===== src/rtl/cpu5_pkg.sv =====
package cpu5_pkg;

  typedef enum logic [2:0] {
    PH_FETCH  = 3'd0,
    PH_DECODE = 3'd1,
    PH_ALU    = 3'd2,
    PH_MEM    = 3'd3,
    PH_WB     = 3'd4
  } phase_t;

  localparam int OPC_W = 4;

  localparam logic [OPC_W-1:0] OP_LDI  = 4'h1;
  localparam logic [OPC_W-1:0] OP_LDM  = 4'h2;
  localparam logic [OPC_W-1:0] OP_STM  = 4'h3;
  localparam logic [OPC_W-1:0] OP_ADD  = 4'h4;
  localparam logic [OPC_W-1:0] OP_HALT = 4'hF;

endpackage


===== src/rtl/cpu5_sequencer.sv =====
module cpu5_sequencer
  import cpu5_pkg::*;
(
  input  logic   clk,
  input  logic   rst,
  input  logic   halt_seen,
  output phase_t phase,
  output logic   halted
);

  always_ff @(posedge clk) begin
    if (rst) begin
      phase  <= PH_FETCH;
      halted <= 1'b0;
    end else if (!halted) begin
      case (phase)
        PH_FETCH: begin
          if (halt_seen) halted <= 1'b1;
          else           phase  <= PH_DECODE;
        end
        PH_DECODE: phase <= PH_ALU;
        PH_ALU:    phase <= PH_MEM;
        PH_MEM:    phase <= PH_WB;
        PH_WB:     phase <= PH_FETCH;
        default:   phase <= PH_FETCH;
      endcase
    end
  end

endmodule


===== src/rtl/cpu5_imem.sv =====
module cpu5_imem #(
  parameter int IW    = 16,
  parameter int DEPTH = 32,
  parameter int AW    = 5
) (
  input  logic          clk,
  input  logic          we,
  input  logic [AW-1:0] waddr,
  input  logic [IW-1:0] wdata,
  input  logic [AW-1:0] raddr,
  output logic [IW-1:0] rdata
);

  logic [IW-1:0] mem [DEPTH];

  always_ff @(posedge clk) begin
    if (we) mem[waddr] <= wdata;
  end

  assign rdata = mem[raddr];

endmodule


===== src/rtl/cpu5_dmem.sv =====
module cpu5_dmem #(
  parameter int DW    = 8,
  parameter int DEPTH = 16,
  parameter int AW    = 4
) (
  input  logic          clk,
  input  logic          rst,
  input  logic          we,
  input  logic [AW-1:0] addr,
  input  logic [DW-1:0] wdata,
  output logic [DW-1:0] rdata
);

  logic [DW-1:0] mem [DEPTH];

  always_ff @(posedge clk) begin
    if (rst) begin
      for (int i = 0; i < DEPTH; i++) mem[i] <= '0;
    end else if (we) begin
      mem[addr] <= wdata;
    end
  end

  assign rdata = mem[addr];

endmodule


===== src/rtl/cpu5_datapath.sv =====
module cpu5_datapath
  import cpu5_pkg::*;
#(
  parameter int DW  = 8,
  parameter int IAW = 5,
  parameter int DAW = 4
) (
  input  logic             clk,
  input  logic             rst,
  input  phase_t           phase,
  input  logic             fetch_go,
  input  logic [OPC_W-1:0] in_op,
  input  logic             in_sel,
  input  logic [DW-1:0]    in_opnd,
  input  logic [DW-1:0]    dmem_rdata,
  output logic             dmem_we,
  output logic [DAW-1:0]   dmem_addr,
  output logic [DW-1:0]    dmem_wdata,
  output logic [IAW-1:0]   pc,
  output logic [DW-1:0]    ax,
  output logic [DW-1:0]    bx,
  output logic             carry,
  output logic             zero
);

  logic [OPC_W-1:0] ir_op;
  logic             ir_sel;
  logic [DW-1:0]    ir_opnd;
  logic [DW-1:0]    opa, opb;
  logic [DW:0]      alu_q;
  logic [DAW-1:0]   mar;
  logic [DW-1:0]    mdr;
  logic             wr_en;
  logic [DW-1:0]    wr_val;

  // write-back source selection
  always_comb begin
    wr_en  = 1'b0;
    wr_val = '0;
    if (phase == PH_WB) begin
      case (ir_op)
        OP_LDI, OP_ADD: begin wr_en = 1'b1; wr_val = alu_q[DW-1:0]; end
        OP_LDM:         begin wr_en = 1'b1; wr_val = mdr; end
        default:        ;
      endcase
    end
  end

  always_ff @(posedge clk) begin
    if (rst) begin
      pc      <= '0;
      ir_op   <= '0;
      ir_sel  <= 1'b0;
      ir_opnd <= '0;
      opa     <= '0;
      opb     <= '0;
      alu_q   <= '0;
      mar     <= '0;
      mdr     <= '0;
      ax      <= '0;
      bx      <= '0;
      carry   <= 1'b0;
      zero    <= 1'b0;
    end else begin
      case (phase)
        PH_FETCH: if (fetch_go) begin
          ir_op   <= in_op;
          ir_sel  <= in_sel;
          ir_opnd <= in_opnd;
          pc      <= pc + 1'b1;
        end
        PH_DECODE: begin
          opa <= ir_sel ? bx : ax;
          opb <= ir_sel ? ax : bx;
        end
        PH_ALU: begin
          case (ir_op)
            OP_ADD:         alu_q <= {1'b0, opa} + {1'b0, opb};
            OP_LDI:         alu_q <= {1'b0, ir_opnd};
            OP_LDM, OP_STM: mar   <= ir_opnd[DAW-1:0];
            default:        ;
          endcase
        end
        PH_MEM: if (ir_op == OP_LDM) mdr <= dmem_rdata;
        PH_WB: begin
          if (wr_en) begin
            if (ir_sel) bx <= wr_val;
            else        ax <= wr_val;
          end
          if (ir_op == OP_ADD) begin
            carry <= alu_q[DW];
            zero  <= (alu_q[DW-1:0] == '0);
          end
        end
        default: ;
      endcase
    end
  end

  assign dmem_we    = (phase == PH_MEM) && (ir_op == OP_STM);
  assign dmem_addr  = mar;
  assign dmem_wdata = opa;

endmodule


===== src/rtl/cpu5_core.sv =====
module cpu5_core
  import cpu5_pkg::*;
#(
  parameter int DW     = 8,
  parameter int IDEPTH = 32,
  parameter int DDEPTH = 16,
  parameter int IAW    = $clog2(IDEPTH),
  parameter int IW     = DW + 8
) (
  input  logic           clk,
  input  logic           rst,
  input  logic           prog_valid,
  output logic           prog_ready,
  input  logic [IAW-1:0] prog_addr,
  input  logic [IW-1:0]  prog_data,
  output logic [2:0]     phase,
  output logic           halted,
  output logic           carry,
  output logic           zero,
  output logic [DW-1:0]  dbg_ax,
  output logic [DW-1:0]  dbg_bx,
  output logic [IAW-1:0] dbg_pc
);

  localparam int DAW = $clog2(DDEPTH);

  phase_t            ph;
  logic [IW-1:0]     instr;
  logic [OPC_W-1:0]  f_op;
  logic              f_sel;
  logic [DW-1:0]     f_opnd;
  logic              halt_seen;
  logic              fetch_go;
  logic              dm_we;
  logic [DAW-1:0]    dm_addr;
  logic [DW-1:0]     dm_wdata, dm_rdata;
  logic [IAW-1:0]    pc;
  logic              unused_pad;

  assign prog_ready = rst;

  assign f_op       = instr[IW-1 -: OPC_W];
  assign f_sel      = instr[DW];
  assign f_opnd     = instr[DW-1:0];
  assign unused_pad = ^instr[IW-OPC_W-1:DW+1];
  assign halt_seen  = (f_op == OP_HALT);
  assign fetch_go   = (ph == PH_FETCH) && !halted && !halt_seen;

  cpu5_imem #(.IW(IW), .DEPTH(IDEPTH), .AW(IAW)) u_imem (
    .clk   (clk),
    .we    (prog_valid && prog_ready),
    .waddr (prog_addr),
    .wdata (prog_data),
    .raddr (pc),
    .rdata (instr)
  );

  cpu5_sequencer u_seq (
    .clk       (clk),
    .rst       (rst),
    .halt_seen (halt_seen),
    .phase     (ph),
    .halted    (halted)
  );

  cpu5_datapath #(.DW(DW), .IAW(IAW), .DAW(DAW)) u_dp (
    .clk        (clk),
    .rst        (rst),
    .phase      (ph),
    .fetch_go   (fetch_go),
    .in_op      (f_op),
    .in_sel     (f_sel),
    .in_opnd    (f_opnd),
    .dmem_rdata (dm_rdata),
    .dmem_we    (dm_we),
    .dmem_addr  (dm_addr),
    .dmem_wdata (dm_wdata),
    .pc         (pc),
    .ax         (dbg_ax),
    .bx         (dbg_bx),
    .carry      (carry),
    .zero       (zero)
  );

  cpu5_dmem #(.DW(DW), .DEPTH(DDEPTH), .AW(DAW)) u_dmem (
    .clk   (clk),
    .rst   (rst),
    .we    (dm_we),
    .addr  (dm_addr),
    .wdata (dm_wdata),
    .rdata (dm_rdata)
  );

  assign phase  = ph;
  assign dbg_pc = pc;

endmodule


===== config.mk =====
export PLATFORM = sky130hd
export DESIGN_NAME = cpu5_core
export DESIGN_NICKNAME = d
export VERILOG_FILES = /design/src/rtl/cpu5_pkg.sv /design/src/rtl/cpu5_sequencer.sv /design/src/rtl/cpu5_imem.sv /design/src/rtl/cpu5_dmem.sv /design/src/rtl/cpu5_datapath.sv /design/src/rtl/cpu5_core.sv
export SDC_FILE = /design/constraint.sdc
export NUM_CORES = 1
export LEC_CHECK = 0
export BUFFER_PORTS_ARGS = -buffer_cell sky130_fd_sc_hd__buf_2
export CAP_MARGIN = 20
export CORE_ASPECT_RATIO = 0.9
export CORE_UTILIZATION = 35
export CTS_CLUSTER_SIZE = 25
export DETAILED_ROUTE_END_ITERATION = 6
export SKIP_CTS_REPAIR_TIMING = 1
export SYNTH_ARGS = -nofsm -noshare
export SYNTH_HDL_FRONTEND = slang
export SYNTH_SLANG_ARGS = --single-unit

===== constraint.sdc =====
create_clock -name clk -period 3 [get_ports clk]
set_input_delay 0.45 -clock clk [delete_from_list [all_inputs] [get_ports clk]]
set_output_delay 0.45 -clock clk [all_outputs]
set_load 0.02 [all_outputs]

Word-level counts from Yosys, hierarchy flattened
Memories as Yosys holds them, arrays and structs flattened. A register that Yosys moved wholly into a read port is not among the register bits.
Cells that the tools add are included.

cells by class
  add/sub/neg operators = 2
  mux-type cells = 23
  reductions and logical operators = 21
  eq/ne operators = 10
  bitwise logic cells = 2

operators by type and width
  kind                                                                   number
  8-bit 2-to-1 mux                                                       3
  9-bit case mux with 2 select lines                                     1
  8-bit case mux with 2 select lines                                     1
  1-bit 2-to-1 mux                                                       13
  3-bit case mux with 4 select lines                                     1
  2-bit AND reduction                                                    6
  5-bit 2-to-1 mux                                                       2
  8-bit by 8-bit adder with 9-bit output                                 1
  4-bit by 2-bit equality test with 1-bit output, second input constant  2
  8-bit zero test                                                        1
  8-bit OR reduction                                                     1
  3-bit by 2-bit equality test with 1-bit output, second input constant  2
  3-bit AND reduction                                                    2
  5-bit by 1-bit adder with 5-bit output, second input constant          1
  4-bit by 1-bit equality test with 1-bit output, second input constant  1
  4-bit by 3-bit equality test with 1-bit output, second input constant  1
  4-bit equality test, second input constant                             1
  1-bit logical AND                                                      4
  4-bit 2-to-1 mux                                                       1
  2-bit OR reduction                                                     2
  3-bit by 1-bit equality test with 1-bit output, second input constant  1
  3-bit equality test, second input constant                             1
  3-bit zero test                                                        1
  3-bit 2-to-1 mux                                                       1
  other kinds (5)                                                        7

word-level totals
  memories kept = 2
  bits in writable memories = 640
  word-level logic and storage cells = 74
  output and inout bits = 28
  input bits = 24
  flip-flop bits (word level) = 69

memories
  name        depth  bits a word  rd ports  clocked after memory_dff  write ports  RTL line         text
  u_imem.mem  32     16           1         1                         1            cpu5_imem.sv:14  logic [IW-1:0] mem [DEPTH];
  u_dmem.mem  16     8            1         1                         16           cpu5_dmem.sv:14  logic [DW-1:0] mem [DEPTH];

Logic depth before layout (Yosys ltp)
Gate-level depths: netlist (run 1).

  depth after elaboration = 7
  depth in mapped cells = 11
  gate-level depth less buffers = 9

Modules after synthesis
Synthesis (run 1) repeated with hierarchy kept, for this count alone.

second synthesis, totals
  cells, all modules = 1909
  area total of the unflattened synthesis = 29792.3 um^2

by module, submodules not included
  module          sequential area each (um^2)  instances  area each (um^2)  cells an instance
  cpu5_imem       15374.7                      1          20215.6           1127
  cpu5_dmem       3843.7                       1          5881.9            376
  cpu5_datapath   1461.4                       1          3484.6            384
  cpu5_sequencer  80.1                         1          176.4             17
  cpu5_core       0.0                          1          33.8              5

Worst setup path after synthesis (run 1)
OpenSTA, ideal clock, no wires.

  path type = reg-to-reg
  start point = register u_seq.phase[0]
  end point = memory u_dmem.mem[24][0] (netlist: u_dmem.mem[12][0]), enable pin
  setup time = 384 ps
  buffers on the path = 2
  data required time = 2616 ps
  arrival = 2575 ps
  cell stages (with the launch flop) = 7
  period minus slack after synthesis = 2959 ps
  path slack = 41 ps
  cell sequence = dfxtp_1 > clkbuf_1 > nand3b_1 > nor4b_1 > or3b_2 > clkbuf_1 > o21ai_0

RTL lines
  what                      RTL line              text
  start: declaration        cpu5_sequencer.sv:7   output phase_t phase,
  start signal: assignment  cpu5_sequencer.sv:13  phase <= PH_FETCH;
  start signal: assignment  cpu5_sequencer.sv:19  else phase <= PH_DECODE;
  start signal: assignment  cpu5_sequencer.sv:21  PH_DECODE: phase <= PH_ALU;
  end: declaration          cpu5_dmem.sv:14

==> key figures, run 1 <==
Timing
  • Max-slew violations: 0
  • RSZ-0062 raised after global routing: no
  • Setup TNS Final: 0 ps
  • Worst-margin pin slew: 911.4 ps
  • Max Freq: 351.1 MHz
  • Count of final setup violators: 0
  • Max-slew headroom: 0.3924
  • Tmin final: 2848 ps
  • Hold WS: 325.5 ps
  • Setup slack after layout: 151.5 ps
  • Hold Violations, Final: 0
  • Crit share post-route: 0.9495
  • Worst clock skew: 28.73 ps

Yosys
  • Yosys warns: 0
  • Post-synth ARST share: 0
  • Synth Area per Inst: 17.73 um2
  • Mapped Area: 25420 um2
  • Post-synth EDFFs: 544
  • Post-synth top flop: edfxtp_1
  • #FFs+latches synth: 626
  • Distinct cell type count after synthesis: 57
  • Register area share after synthesis: 0.7073
  • Mapped Cells: 1434
  • Syn Nets: 1468

Layout
  • Area delta synth->final: 16.53%
  • Layout cells sized above 1: 0.2635
  • Final #Nets: 1629
  • Diodes inserted: 0
  • Layout fillers: 6412
  • Fin area: 29620 um2
  • Fin cells: 2597
  • Final Util: 0.4132

Clock tree
  • CTS root buf: clkbuf_16
  • Worst-path clk slew: 60 ps
  • CTS Buffer Depth: 3
  • Depth of the CTS H-tree: 2
  • TritonCTS clock tree: built
  • Total clock sinks: 626
  • Clock latency on the worst-skew pair: 640 ps
  • CTS buffer count: 61

GRT
  • First-pass GRT wire length: 86480 um
  • GRT overflow: 0
  • Largest net degree at the start of global routing: 83
  • Global Route met2 Usage: 0.2595
  • Initial antenna violation count: 2
  • GR Util met1: 0.2170
  • Vias in the first global route: 13490
  • GRT busiest layer: met2
  • Total track usage: 0.1578
  • Global routing usage on met3: 0.02862

Placement
  • Count of input and output buffers: 48
  • Pre-CTS WS: -72.20 ps
  • Post-place instance area: 27520 um2
  • GPL Wtd Cong: 0.7988
  • Post-DP HPWL: 37350 um
  • Placed Cells: 2474

Pwr
  • Sw Ratio: 0.2600
  • P_sw: 5.664 mW
  • VDD IR max: 440.6 uV
  • Total Power: 21.79 mW
  • Cell leakage power: 9.786 nW
  • Power share of the combinational group: 0.183
  • Pwr dens: 735.5 nW/um2
  • Seq pwr share: 0.462
  • Internal cell power: 16.12 mW
  • Clk pwr share: 0.354

Routing
  • Drt initial violations: 1010
  • Pre-Repair DR Iteration Count: 5
  • Post-route DRC: 0
  • Detail Route Antenna Nets: 0
  • DR vias: 13370
  • Vias per cell: 5.147
  • Average wire per standard cell: 22.30 um
  • WL final: 57920 um

Outcome
  • Status: completed

Floorplanning
  • Die width: 286.1 um
  • Total die area: 73710 um2
  • IO Count: 52
  • Starting Density: 0.3546
  • Core footprint: 71680 um2
  • FP Rows: 93
  • Die height: 257.7 um

Setup path
  • Critical path data arrival time: 3350 ps
  • Critical path class: flop to flop
  • Crit-path max FO: 11
  • Crit path required time: 3500 ps
  • CP Launch Type: flop
  • Reg-to-reg slack, setup: 150 ps
  • Worst Setup End Kind: flop
  • Reg2Reg Depth: 9

Min path
  • WHS Path Cells: 1
  • HP Class: input port to flop

Flow run
  • Max cap viols: 0
-- power groups by stage --
stage	Combinational, mW	Sequential [mW]	Clock [mW]
detailed placement	3.89	10.3	0
finish	3.99	10.1	7.72
global placement	3.86	10.3	0
global route	4.30	10.1	8.18
CTS	3.91	10.1	7.87
floorplan	2.74	10.1	0
-- sequential cells by signal (all words and copies together) (netlist names), 3 cells and up, named ones only --
name,cells
u_dp.ax,8
u_dp.pc,5
u_dp.ir_opnd,8
u_seq.phase,3
u_dp.opb,8
u_dp.mdr,8
u_dp.bx,8
u_dp.dmem_addr,4
u_dp.ir_op,4
u_dmem.mem,128
u_dp.alu_q,9
u_dp.dmem_wdata,8
u_imem.mem,416
-- path summary, 6_finish.rpt --
path	from	endpoint
worst min register to register	u_dp.alu_q[8]	u_dp.alu_q[8]
worst max register to register	flop	flop
worst min-delay path	prog_data[3]	u_imem.mem[1][3]
worst max-delay path	flop	flop
-- per-layer routing --
metal  vias up  share of wire
met2       320           0.48
met1      6959           0.45
met3        78          0.052
met5         -        0.00036
met4         4          0.018
li1       6005              -
-- logic make-up (layout without fill, tap and decap cells) --
kind of cell | Yosys count | after routing | share of synthesized area
compound gates | 122 | 122 | 0.03436
buf+inv | 85 | 298 | 0.01427
mux | 228 | 228 | 0.1632
flops | 626 | 626 | 0.7073
xor+xnor | 8 | 8 | 0.002757
fa+ha+maj | 10 | 10 | 0.005218
simple gates | 355 | 355 | 0.07295
-- cells in the mapped netlist (5+ instances only) --
cell type | instances | share of area
nor2_1 | 136 | 0.020
dfxtp_1 | 82 | 0.065
mux4_1 | 9 | 0.0093
or2_2 | 5 | 0.0012
buf_1 | 18 | 0.0027
nor3_1 | 8 | 0.0016
a21oi_1 | 27 | 0.0053
mux4_2 | 137 | 0.12
buf_2 | 8 | 0.0016
nand2_1 | 21 | 0.0031
nand3_1 | 16 | 0.0032
clkbuf_1 | 51 | 0.0075
mux2i_1 | 78 | 0.031
xnor2_1 | 8 | 0.0028
o21ai_0 | 15 | 0.0030
ha_1 | 9 | 0.0044
nand3b_1 | 8 | 0.0024
a211oi_1 | 36 | 0.011
a22oi_1 | 16 | 0.0047
edfxtp_1 | 544 | 0.64
and2_1 | 129 | 0.032
-- critical path, stage by stage (launching register included) --
cell and delay [ps]:
dfxtp_4 380, buf_12 150, mux4_1 600, a22o_1 210
a221oi_1 310, nand3_2 160, a41oi_4 280, buf_4 190
nand4_2 130, mux2_1 330
-- placed cells by master, fill, tap and decap left out, types with 8 or more instances in the layout --
cell type,Yosys,final
mux4_2,137,137
buf_2,8,47
ha_1,9,9
nand3b_1,8,8
clkinv_2,0,14
clkbuf_16,0,62
mux4_1,9,9
buf_4,1,126
a21oi_1,27,27
nand3_1,16,16
and2_1,129,129
a22oi_1,16,16
dfxtp_1,82,78
edfxtp_1,544,544
nand2_1,21,21
clkinv_1,1,18
nor3_1,8,8
xnor2_1,8,8
mux2i_1,78,78
bufinv_16,0,8
a211oi_1,36,36
o21ai_0,15,15
nor2_1,136,136
-- area by class of cell --
class	instances	area, um2	area share
clock buffer	69	1578	0.05327
clock inverter	46	449.2	0.01516
inverter	3	11.26	0.0003802
multi-input combinational	723	7083	0.2391
sequential	626	17990	0.6073
tap	950	1189	0.04013
timing repair buffer	180	1321	0.04461
Power figures use the tool's default switching activity.
==> run 2: changes to the inputs <==
--- a/config.mk
+++ b/config.mk
@@ -8,9 +8,11 @@
 export BUFFER_PORTS_ARGS = -buffer_cell sky130_fd_sc_hd__buf_2
 export CAP_MARGIN = 20
 export CORE_ASPECT_RATIO = 0.9
+export CORE_MARGIN = 1.5
 export CORE_UTILIZATION = 35
 export CTS_CLUSTER_SIZE = 25
 export DETAILED_ROUTE_END_ITERATION = 6
+export PLACE_DENSITY = 0.62
 export SKIP_CTS_REPAIR_TIMING = 1
 export SYNTH_ARGS = -nofsm -noshare
 export SYNTH_HDL_FRONTEND = slang
==> key figures, run 2 (same netlist as run 1, synthesis figures left out) <==
Floorplanning
  • Die width: 287.1 um (was 286.1 um)
  • IO Count: 52 (unchanged)
  • Die height: 258.7 um (was 257.7 um)
  • Total die area: 74250 um2 (was 73710 um2)
  • Starting Density: 0.3546 (unchanged)
  • FP Rows: 93 (unchanged)
  • Core footprint: 71680 um2 (unchanged)

Timing
  • Hold Violations, Final: 0 (unchanged)
  • Max Freq: 351.1 MHz (about the same)
  • Worst clock skew: 34.57 ps (was 28.73 ps)
  • Worst-margin pin slew: 803.8 ps (was 911.4 ps)
  • Setup TNS Final: 0 ps (unchanged)
  • Max-slew headroom: 0.4634 (was 0.3924)
  • RSZ-0062 raised after global routing: no (unchanged)
  • Max-slew violations: 0 (unchanged)
  • Count of final setup violators: 0 (unchanged)
  • Crit share post-route: 0.9493 (was 0.9495)
  • Tmin final: 2848 ps (about the same)

Clock tree
  • Worst-path clk slew: 60 ps (about the same)
  • Total clock sinks: 626 (unchanged)
  • CTS buffer count: 68 (was 61)
  • Clock latency on the worst-skew pair: 610 ps (was 640 ps)
  • CTS Buffer Depth: 3 (unchanged)
  • Depth of the CTS H-tree: 3 (was 2)
  • TritonCTS clock tree: built (unchanged)
  • CTS root buf: clkbuf_16 (unchanged)

Layout
  • Fin area: 29660 um2 (was 29620 um2)
  • Commonest non-fill, non-tap cell in the layout: edfxtp_1 (unchanged)
  • Reg with most FFs: u_imem.mem (unchanged)
  • Most frequent cells in the layout: 544 x edfxtp_1, 137 x mux4_2, 136 x nor2_1 (unchanged)
  • Final #Nets: 1620 (was 1629)
  • Max reg flops: 416 (unchanged)
  • Layout cells sized above 1: 0.2575 (was 0.2635)
  • Area delta synth->final: 16.70% (was 16.53%)
  • Fin cells: 2591 (was 2597)
  • Final Util: 0.4138 (was 0.4132)
  • Largest regs: u_imem.mem: 416 flops, u_dmem.mem: 128 flops, u_dp.alu_q: 9 flops (unchanged)

Min path
  • HP Class: input port to flop (unchanged)
  • Hold Path Origin: prog_data[6] (was prog_data[3])

Pwr
  • Cell leakage power: 9.778 nW (was 9.786 nW)
  • Total Power: 22.12 mW (was 21.79 mW)
  • VDD IR max: 366.4 uV (was 440.6 uV)
  • Pwr dens: 745.7 nW/um2 (was 735.5 nW/um2)

Setup path
  • Worst Setup End Kind: flop (unchanged)
  • Critical path class: flop to flop (unchanged)
  • Reg-to-reg slack, setup: 150 ps (about the same)
  • Crit-path max FO: 15 (was 11)
  • Crit path required time: 3450 ps (was 3500 ps)
  • CP Launch Type: flop (unchanged)
  • Crit path capture: u_dp.pc[1]
  • Reg2Reg Depth: 8 (was 9)
  • Critical path data arrival time: 3300 ps (was 3350 ps)
  • R2R Path End: u_dp.pc[1]

GRT
  • Total track usage: 0.1573 (was 0.1578)
  • Vias in the first global route: 13480 (was 13490)
  • First-pass GRT wire length: 86420 um (was 86480 um)
  • GRT overflow: 0 (unchanged)
  • Largest net degree at the start of global routing: 84 (was 83)
  • Initial antenna violation count: 2 (unchanged)

Routing
  • Vias per cell: 5.172 (was 5.147)
  • WL final: 58300 um (was 57920 um)
  • DR vias: 13400 (was 13370)
  • Pre-Repair DR Iteration Count: 7 (was 5)
  • Detail Route Antenna Nets: 0 (unchanged)
  • Drt initial violations: 994 (was 1010)
  • Post-route DRC: 0 (unchanged)
  • Average wire per standard cell: 22.50 um (was 22.30 um)

Placement
  • Post-DP HPWL: 36970 um (was 37350 um)
  • GPL Wtd Cong: 0.8298 (was 0.7988)
  • Placed Cells: 2461 (was 2474)
  • Count of input and output buffers: 48 (unchanged)
  • Post-place instance area: 27450 um2 (was 27520 um2)

Outcome
  • Status: completed (unchanged)

Flow run
  • Max cap viols: 0 (unchanged)
## run 2: cell type report
cell class / instances / area, um2
multi-input combinational: 723 / 7089
clock buffer: 86 / 1810
sequential: 626 / 17990
timing repair buffer: 164 / 1221
clock inverter: 37 / 347.8
inverter: 3 / 11.26
fill: 6415 / 42020
tap: 950 / 1189
antenna: 2 / 5.005
## run 2: layer usage
layer  part of all wire  vias up  track usage
met5            0.00039        -            0
met1               0.44     6979       0.2188
met3              0.052       85      0.02808
li1                   -     5991            -
met4              0.018        4      0.04123
met2               0.49      341       0.2550
## run 2: stage by stage
stage,hold WS (ps),setup slack [ps]
after global routing,363.7,11.10
final,364.0,152.0
after global placement,475.2,81.64
after detailed placement,486.7,55.93
after CTS,330.1,28.66
after floorplan,445.5,40.61
## run 2: report_power, final
group | internal, mW | switching [mW] | total [mW]
clock network | 4.73 | 3.35 | 8.09
registers | 9.77 | 0.363 | 10.1
logic | 1.86 | 2.04 | 3.90
## run 2: worst min path at each step
stage          cells after the start                end  slack, ps
2_1_floorplan                      2      u_dp.alu_q[2]        450
3_3_place_gp                       2        u_dp.mdr[3]        480
3_5_place_dp                       2        u_dp.mdr[0]        490
4_1_cts                            1   u_imem.mem[6][6]        330
5_1_grt                            1  u_imem.mem[20][6]        360
6_report                           1   u_imem.mem[6][6]        360
## run 2: critical path, cell delays in order (launching register included)
cell,delay [ps]
dfxtp_4,500
mux4_1,590
a22o_1,250
a221oi_1,250
nand3_1,200
a41oi_4,420
buf_4,200
mux2i_1,220
nor2_1,60
==> run 3: changes to the inputs <==
--- a/config.mk
+++ b/config.mk
@@ -8,7 +8,6 @@
 export BUFFER_PORTS_ARGS = -buffer_cell sky130_fd_sc_hd__buf_2
 export CAP_MARGIN = 20
 export CORE_ASPECT_RATIO = 0.9
-export CORE_MARGIN = 1.5
 export CORE_UTILIZATION = 35
 export CTS_CLUSTER_SIZE = 25
 export DETAILED_ROUTE_END_ITERATION = 6
==> key figures, run 3 (same netlist as run 1, synthesis figures left out) <==
Floorplanning
  • IO Count: 52 (unchanged)
  • Starting Density: 0.3546 (unchanged)
  • Core footprint: 71680 um2 (unchanged)
  • Die width: 286.1 um (was 287.1 um)
  • Total die area: 73710 um2 (was 74250 um2)
  • FP Rows: 93 (unchanged)
  • Die height: 257.7 um (was 258.7 um)

Layout
  • Layout cells sized above 1: 0.2575 (about the same)
  • Area delta synth->final: 16.17% (was 16.70%)
  • Final #Nets: 1618 (was 1620)
  • Commonest non-fill, non-tap cell in the layout: edfxtp_1 (unchanged)
  • Diodes inserted: 0 (was 2)
  • Reg with most FFs: u_imem.mem (unchanged)
  • Final Util: 0.4120 (was 0.4138)
  • Most frequent cells in the layout: 544 x edfxtp_1, 137 x mux4_2, 136 x nor2_1 (unchanged)
  • Max reg flops: 416 (unchanged)
  • Largest regs: u_imem.mem: 416 flops, u_dmem.mem: 128 flops, u_dp.alu_q: 9 flops (unchanged)

Pwr
  • VDD IR max: 415.0 uV (was 366.4 uV)
  • Cell leakage power: 9.732 nW (was 9.778 nW)
  • Pwr dens: 734.9 nW/um2 (was 745.7 nW/um2)
  • Total Power: 21.70 mW (was 22.12 mW)

Setup path
  • Critical path data arrival time: 3330 ps (was 3300 ps)
  • CP Launch Type: flop (unchanged)
  • Crit path required time: 3490 ps (was 3450 ps)
  • Crit-path max FO: 6 (was 15)
  • Critical path class: flop to flop (unchanged)
  • Worst Setup End Kind: flop (unchanged)

Timing
  • Max-slew headroom: 0.3992 (was 0.4634)
  • Worst clock skew: 34.72 ps (was 34.57 ps)
  • Tmin final: 2842 ps (was 2848 ps)
  • Worst-margin pin slew: 898.0 ps (was 803.8 ps)
  • Count of final setup violators: 0 (unchanged)
  • Max Freq: 351.9 MHz (was 351.1 MHz)
  • Hold Violations, Final: 0 (unchanged)
  • RSZ-0062 raised after global routing: no (unchanged)
  • Max-slew violations: 0 (unchanged)
  • Crit share post-route: 0.9473 (was 0.9493)

Routing
  • Average wire per standard cell: 21.99 um (was 22.50 um)
  • Pre-Repair DR Iteration Count: 5 (was 7)
  • Post-route DRC: 0 (unchanged)
  • Drt initial violations: 1213 (was 994)
  • Vias per cell: 5.146 (was 5.172)
  • DR vias: 13300 (was 13400)
  • WL final: 56850 um (was 58300 um)
  • Detail Route Antenna Nets: 0 (unchanged)

GRT
  • First-pass GRT wire length: 86020 um (was 86420 um)
  • Initial antenna violation count: 4 (was 2)
  • GRT overflow: 0 (unchanged)
  • Largest net degree at the start of global routing: 82 (was 84)
  • Vias in the first global route: 13640 (was 13480)
  • Total track usage: 0.1549 (was 0.1573)

Clock tree
  • CTS root buf: clkbuf_16 (unchanged)
  • Worst-path clk slew: 60 ps (about the same)
  • Clock latency on the worst-skew pair: 630 ps (was 610 ps)
  • CTS buffer count: 61 (was 68)
  • CTS Buffer Depth: 3 (unchanged)
  • Total clock sinks: 626 (unchanged)
  • Depth of the CTS H-tree: 2 (was 3)
  • TritonCTS clock tree: built (unchanged)

Min path
  • Hold Path Origin: prog_data[3] (was prog_data[6])
  • HP Class: input port to flop (unchanged)

Flow run
  • Max cap viols: 0 (unchanged)

Outcome
  • Status: completed (unchanged)

Placement
  • Post-DP HPWL: 36570 um (was 36970 um)
  • GPL Wtd Cong: 0.8207 (was 0.8298)
  • Count of input and output buffers: 48 (unchanged)
run 3: cell type report:
cell class | count | area, um2
Inverter | 3 | 11.26
Fill cell | 6414 | 42150
Multi-Input combinational cell | 723 | 7083
Clock buffer | 71 | 1564
Timing Repair Buffer | 169 | 1242
Sequential cell | 626 | 17990
Tap cell | 950 | 1189
Clock inverter | 43 | 449.2
run 3: path summary, 6_finish.rpt:
kind,to,slack (ps),depth (start not counted)
setup / recovery,flop,160,9
hold / removal,u_imem.mem[10][3],320,1
setup reg to reg,flop,160,9
hold reg to reg,u_dp.alu_q[8],490,2
run 3: stage by stage:
| step | instances | setup slack [ps] | hold slack, ps | instance area (um2) | setup TNS, ps |
|---|---|---|---|---|---|
| 3_3_place_gp | 2463 | 37.48 | 473.9 | 27440 | 0 |
| 4_1_cts | 2577 | -38.11 | 303.9 | 29450 | -186.0 |
| 5_1_grt | 2585 | 20.42 | 336.6 | 29530 | 0 |
| 2_1_floorplan | 1434 | 40.61 | 445.5 | 25420 | 0 |
| 3_5_place_dp | 2463 | 1.634 | 474.8 | 27440 | 0 |
| 6_report | 2585 | 158.0 | 321.1 | 29530 | 0 |
run 3: worst max-delay path: stages, from the launching register on:
cell and delay [ps]:
dfxtp_4 400, buf_12 130, mux4_1 550, a22o_1 220, a221oi_1 280, nand3_2 200, a41oi_4 310, buf_4 160
nand4_2 110, mux2_1 330
run 3: layer usage:
metal  global-route usage  part of all wire  wire (um)  vias to the layer above
li1                     -                 -          -                     5967
met2               0.2552              0.49      27740                      342
met1               0.2169              0.45      25450                     6922
met5                    0           0.00046         26                        -
met4              0.03327             0.015        841                        4
met3              0.02394             0.049       2792                       67
run 3: power breakdown:
group / total (mW) / internal, mW / switching, mW
Sequential: 10.1 / 9.77 / 0.317
Clock: 7.68 / 4.43 / 3.25
Combinational: 3.94 / 1.88 / 2.06
Total: 21.7 / 16.1 / 5.63
